--- src/rtl/rxd_pkg.sv ---
package rxd_pkg;

    // default code group width and comma window
    localparam int unsigned GRP_W_DEF = 10;
    localparam int unsigned MARK_W    = 7;

    localparam logic [MARK_W-1:0] MARK_POS = 7'b0011111;
    localparam logic [MARK_W-1:0] MARK_NEG = 7'b1100000;

    // per-cycle transfer decision of the framer
    typedef struct packed {
        logic load;
        logic realign;
    } xfer_t;

    // level of the shaped byte clock
    typedef enum logic {
        PH_LO = 1'b0,
        PH_HI = 1'b1
    } bclk_phase_e;

    function automatic logic is_mark(input logic [MARK_W-1:0] win);
        return (win == MARK_POS) || (win == MARK_NEG);
    endfunction

endpackage

--- src/rtl/rxd_shifter.sv ---
module rxd_shifter #(
    parameter int unsigned GRP_W = rxd_pkg::GRP_W_DEF
) (
    input  logic             clk,
    input  logic             rst,
    input  logic             sel_a,
    input  logic             ser_a,
    input  logic             ser_b,
    output logic [GRP_W-1:0] shreg
);

    logic picked;

    always_comb begin
        picked = sel_a ? ser_a : ser_b;
    end

    // oldest bit drifts toward the MSB
    always_ff @(posedge clk) begin
        if (rst) begin
            shreg <= '0;
        end else begin
            shreg <= {shreg[GRP_W-2:0], picked};
        end
    end

endmodule

--- src/rtl/rxd_framer.sv ---
module rxd_framer #(
    parameter int unsigned GRP_W = rxd_pkg::GRP_W_DEF,
    localparam int unsigned CW   = $clog2(GRP_W)
) (
    input  logic             clk,
    input  logic             rst,
    input  logic             frame_en,
    input  logic [GRP_W-1:0] shreg,
    output logic [CW-1:0]    cnt,
    output rxd_pkg::xfer_t   xfer
);

    localparam logic [CW-1:0] LAST = CW'(GRP_W - 1);

    logic wrap;
    logic hit;

    always_comb begin
        wrap         = (cnt == LAST);
        hit          = rxd_pkg::is_mark(shreg[GRP_W-1 -: rxd_pkg::MARK_W]);
        xfer.realign = frame_en && hit && !wrap;
        xfer.load    = wrap || xfer.realign;
    end

    // boundary counter: restarts on every load, wrap or realign
    always_ff @(posedge clk) begin
        if (rst) begin
            cnt <= '0;
        end else if (xfer.load) begin
            cnt <= '0;
        end else begin
            cnt <= cnt + CW'(1);
        end
    end

endmodule

--- src/rtl/rxd_clk_shaper.sv ---
module rxd_clk_shaper #(
    parameter int unsigned GRP_W = rxd_pkg::GRP_W_DEF,
    localparam int unsigned CW   = $clog2(GRP_W),
    localparam int unsigned HALF = GRP_W / 2,
    localparam int unsigned RMAX = 2 * GRP_W,
    localparam int unsigned RW   = $clog2(RMAX + 1)
) (
    input  logic          clk,
    input  logic          rst,
    input  logic [CW-1:0] cnt,
    output logic          byte_clk
);

    rxd_pkg::bclk_phase_e ph;
    logic [RW-1:0]        run;
    logic                 long_enough;
    logic                 go_hi;
    logic                 go_lo;

    always_comb begin
        long_enough = (run >= RW'(HALF));
        go_hi = (ph == rxd_pkg::PH_LO) && (cnt == '0) && long_enough;
        go_lo = (ph == rxd_pkg::PH_HI) && (cnt == CW'(HALF)) && long_enough;
    end

    // edges only at fixed counter points, and only after a full half
    always_ff @(posedge clk) begin
        if (rst) begin
            ph  <= rxd_pkg::PH_LO;
            run <= RW'(HALF);
        end else if (go_hi || go_lo) begin
            ph  <= go_hi ? rxd_pkg::PH_HI : rxd_pkg::PH_LO;
            run <= RW'(1);
        end else if (run != RW'(RMAX)) begin
            run <= run + RW'(1);
        end
    end

    always_comb begin
        byte_clk = (ph == rxd_pkg::PH_HI);
    end

endmodule

--- src/rtl/rxd_deser_framer.sv ---
module rxd_deser_framer #(
    parameter int unsigned GRP_W = rxd_pkg::GRP_W_DEF,
    localparam int unsigned CW   = $clog2(GRP_W)
) (
    input  logic             clk,
    input  logic             rst,
    input  logic             sel_a,
    input  logic             ser_a,
    input  logic             ser_b,
    input  logic             frame_en,
    output logic [GRP_W-1:0] dec_word,
    output logic             dec_valid,
    output logic             dec_realign,
    output logic             byte_clk
);

    logic [GRP_W-1:0] shreg;
    logic [CW-1:0]    cnt;
    rxd_pkg::xfer_t   xfer;

    rxd_shifter #(.GRP_W(GRP_W)) u_shift (
        .clk   (clk),
        .rst   (rst),
        .sel_a (sel_a),
        .ser_a (ser_a),
        .ser_b (ser_b),
        .shreg (shreg)
    );

    rxd_framer #(.GRP_W(GRP_W)) u_frame (
        .clk      (clk),
        .rst      (rst),
        .frame_en (frame_en),
        .shreg    (shreg),
        .cnt      (cnt),
        .xfer     (xfer)
    );

    rxd_clk_shaper #(.GRP_W(GRP_W)) u_bclk (
        .clk      (clk),
        .rst      (rst),
        .cnt      (cnt),
        .byte_clk (byte_clk)
    );

    // decode register and its strobes
    always_ff @(posedge clk) begin
        if (rst) begin
            dec_word    <= '0;
            dec_valid   <= 1'b0;
            dec_realign <= 1'b0;
        end else begin
            if (xfer.load) begin
                dec_word <= shreg;
            end
            dec_valid   <= xfer.load;
            dec_realign <= xfer.realign;
        end
    end

endmodule

--- config.mk ---
export PLATFORM = sky130hd
export DESIGN_NAME = rxd_deser_framer
export DESIGN_NICKNAME = d
export VERILOG_FILES = /design/src/rtl/rxd_pkg.sv /design/src/rtl/rxd_shifter.sv /design/src/rtl/rxd_framer.sv /design/src/rtl/rxd_clk_shaper.sv /design/src/rtl/rxd_deser_framer.sv
export SDC_FILE = /design/constraint.sdc
export NUM_CORES = 1
export LEC_CHECK = 0
export ABC_AREA = 1
export BUFFER_PORTS_ARGS = -buffer_cell sky130_fd_sc_hd__buf_2
export CAP_MARGIN = 20
export CORE_MARGIN = 2
export CORE_UTILIZATION = 55
export CTS_BUF_LIST = sky130_fd_sc_hd__clkbuf_16
export CTS_CLUSTER_SIZE = 8
export DETAILED_ROUTE_END_ITERATION = 8
export PLACE_DENSITY_LB_ADDON = 0.05
export SLEW_MARGIN = 15
export SYNTH_ARGS = -nofsm -noshare
export SYNTH_HDL_FRONTEND = slang
export SYNTH_SLANG_ARGS = --single-unit
--- constraint.sdc ---
create_clock -name clk -period 1.7 [get_ports clk]
set_input_delay 0.17 -clock clk [delete_from_list [all_inputs] [get_ports clk]]
set_output_delay 0.17 -clock clk [all_outputs]
set_load 0.005 [all_outputs]
==> qor.yml <==
global_route:
  grt_pass1_wl_mm: 3.95
  gr-usage-all-layers: 0.197
  grt_remaining_overflow: 0
  first_global_vias: 930
  antenna_found_initial: 0
  pin_count_of_the_biggest_net_entering_global_routing: 15
detailed_routing:
  wl_met1_mm: 1.18
  wl_met2_mm: 1.10
  drc: 0
  drtAntennaViolNets: 0
  maxUsedRoutingLayer: "met4"
  routed-wl-met3_um: 110
  detailroute.via_count: 1048
  drt_first_iter_violations: 13
  detail_route.wl_per_cell_um: 11.4
  first_pass_iters: 4
  detailed_route_wl_mm: 2.43
  vias_per_cell: 4.92
setup_path:
  critical_path_peak_fanout: 5
  cp.depth: 7
  crit_slowest_cell: "dfxtp_1"
  path_cells: "inv_1, ha_1, o21ai_1, nand4_1, nand2_1, nand2_2, or2_1"
  crit_type: "reg -> reg"
  ff2ff_setup_slack_ps: 240
  cp_peak_stage_delay_ps: 350
  ff2ff_path_depth: 7
  critical_path_buf_inv_count: 1
  critical_path_arrival_ps: 1620
  type_of_element_capturing_the_critical_path: "flop"
  cp-start-kind: "flop"
  worst-endpoint-required_ps: 1860
  cp_top_family: "simple AND/OR/NAND/NOR gates"
synthesis:
  yosysUniqueCellTypes: 25
  ys_flop_type: "dfxtp_1"
  yosysWarningCount: 0
  synthesis.area_mm2: 0.00135
  avg_inst_size_synth_um2: 8.35
  synthArstFlopShare: 0
  number_of_flops_mapped_to_enable_cells_by_yosys: 0
  number_of_synthesized_register_bits: 32
  syn_inst: 162
  mapped_nets: 174
  synth-seq-area-share: 0.474
clock_tree:
  cts.sinks: 32
  cts_hold_buffers: 0
  tritoncts_clock_tree: "built"
  worst_setup_hold_path_clk_slew_ps: 50
  root_buffer: "clkbuf_16"
  insertion_delay_ps: 270
  post-cts-setup-buffers: 0
  post_cts_resized: 0
  ctsLongestPathBuffers: 2
  tritoncts.num_buffers: 5
  cts.htree.levels: 2
placed_design:
  place.detailed.instances: 205
  dp_hpwl_mm: 1.67
  numPortBuffers: 18
  place.gp.congestion: 0.834
  placement_cell_area_mm2: 0.00146
finish:
  filler_instances: 172
  most-common-layout-cells: "dfxtp_1, nand2_1, nor2_1"
  diodes: 0
  layout-area-overhead-vs-synth_pct: 20.0
  final_common_cell: "dfxtp_1"
  layoutNonFillerInstCount: 213
  final_layout_size_suffix_gt1_frac: 0.249
  final_instance_area_mm2: 0.00162
  layout.nets: 196
timing:
  timing.setup.tns_ps: 0
  slew_headroom: 0.804
  finalCritPeriodShare: 0.858
  endpoints_failing_setup: 0
  max_transition_viols_final: 0
  timing.clock.skew_ps: 5.07
  rsz0062_at_grt: "no"
  timing.final.crit_period_ps: 1460
  finalHoldViolCount: 0
  fin_worst_hold_slack_ps: 92.6
  max_clock_freq_mhz: 686
  tightestPinTransition_ps: 293
run:
  drv_cap: 0
floorplanning:
  initial_core_util: 0.594
  fp.dieArea_mm2: 0.00287
  dieHeight_um: 53.6
  die_w_um: 53.6
  core_area_mm2: 0.00228
  floorplan.rows: 17
  boundaryPins: 19
min_path:
  worstHoldPathType: "in -> reg"
  hold_path_cell_cnt: 2
outcome:
  status: "completed"
pwr:
  seq_power_share: 0.408
  vdd.ir_drop.worst_uv: 1240
  power-per-cell-area_mw_per_mm2: 1310
  power.internal_uw: 1600
  power.clock.fraction: 0.467
  p_comb_frac: 0.125
  p_switching_uw: 530
  power.share.switching: 0.249
  cellLeakagePower_uw: 0.000801
## power groups by stage
stage                     Combinational, µW  Clock [µW]  Sequential (µW)
final                                   266         994              868
after detailed placement                263           0              882
after global placement                  251           0              878
after global routing                    298        1040              878
after floorplan                         207           0              869
after CTS                               268        1020              867
## layout make-up
cell class	instances	area, µm²	share of cell area
inverter	22	82.6	0.0509
tap	28	35.0	0.0216
multi-input combinational	104	599	0.369
sequential	32	641	0.395
clock buffer	5	125	0.0771
clock inverter	3	42.5	0.0262
timing repair buffer	19	97.6	0.0601
## cells by family (layout without fill, tap and decap cells)
logic type               count (synthesis)  count (layout)  synth area share
AND/OR/NAND/NOR                         86              86             0.330
flip-flops                              32              32             0.474
buffers and inverters                   26              49            0.0833
AO/OA/AOI/OAI                            9               9            0.0379
adder cells (fa/ha/maj)                  6               6            0.0555
XOR/XNOR                                 3               3            0.0194
## Yosys cell counts, types with 2 or more instances
cell type / instances / share of area
a21oi_1: 4 / 0.015
buf_6: 2 / 0.017
clkbuf_1: 2 / 0.0056
dfxtp_1: 32 / 0.47
ha_1: 6 / 0.056
inv_1: 19 / 0.053
inv_2: 3 / 0.0083
nand2_1: 28 / 0.078
nand2_2: 2 / 0.0092
nand2_4: 3 / 0.025
nand3_1: 16 / 0.059
nand3_2: 8 / 0.059
nand4_1: 3 / 0.014
nor2_1: 20 / 0.056
nor3_1: 2 / 0.0074
o21ai_0: 2 / 0.0074
xor2_1: 2 / 0.013
## flip-flops by register name (all words and copies together) (netlist names)
register and cells:
dec_realign 1, u_bclk.byte_clk 1, dec_word 10, u_shift.shreg 10
u_bclk.run 5, u_frame.cnt 4, dec_valid 1
## routing by layer
metal / vias up / global-route usage
li1: 554 / -
met1: 463 / 0.249
met2: 26 / 0.296
met3: 5 / 0.0611
met4: 0 / 0.115
met5: - / 0
## metrics by stage
stage | util | setup WS [ps] | power [µW]
floorplan | - | 432 | 1080
global placement | 0.639 | 299 | 1130
detailed placement | 0.639 | 264 | 1140
CTS | 0.713 | 234 | 2150
global route | 0.713 | 167 | 2210
finish | 0.713 | 241 | 2130
## final timing paths
kind                          from          endpoint
setup / recovery     u_bclk.run[1]     u_bclk.run[0]
hold / removal               sel_a  u_shift.shreg[0]
setup reg to reg     u_bclk.run[1]     u_bclk.run[0]
hold reg to reg   u_shift.shreg[1]  u_shift.shreg[2]
(Power assumes the default switching activity.)
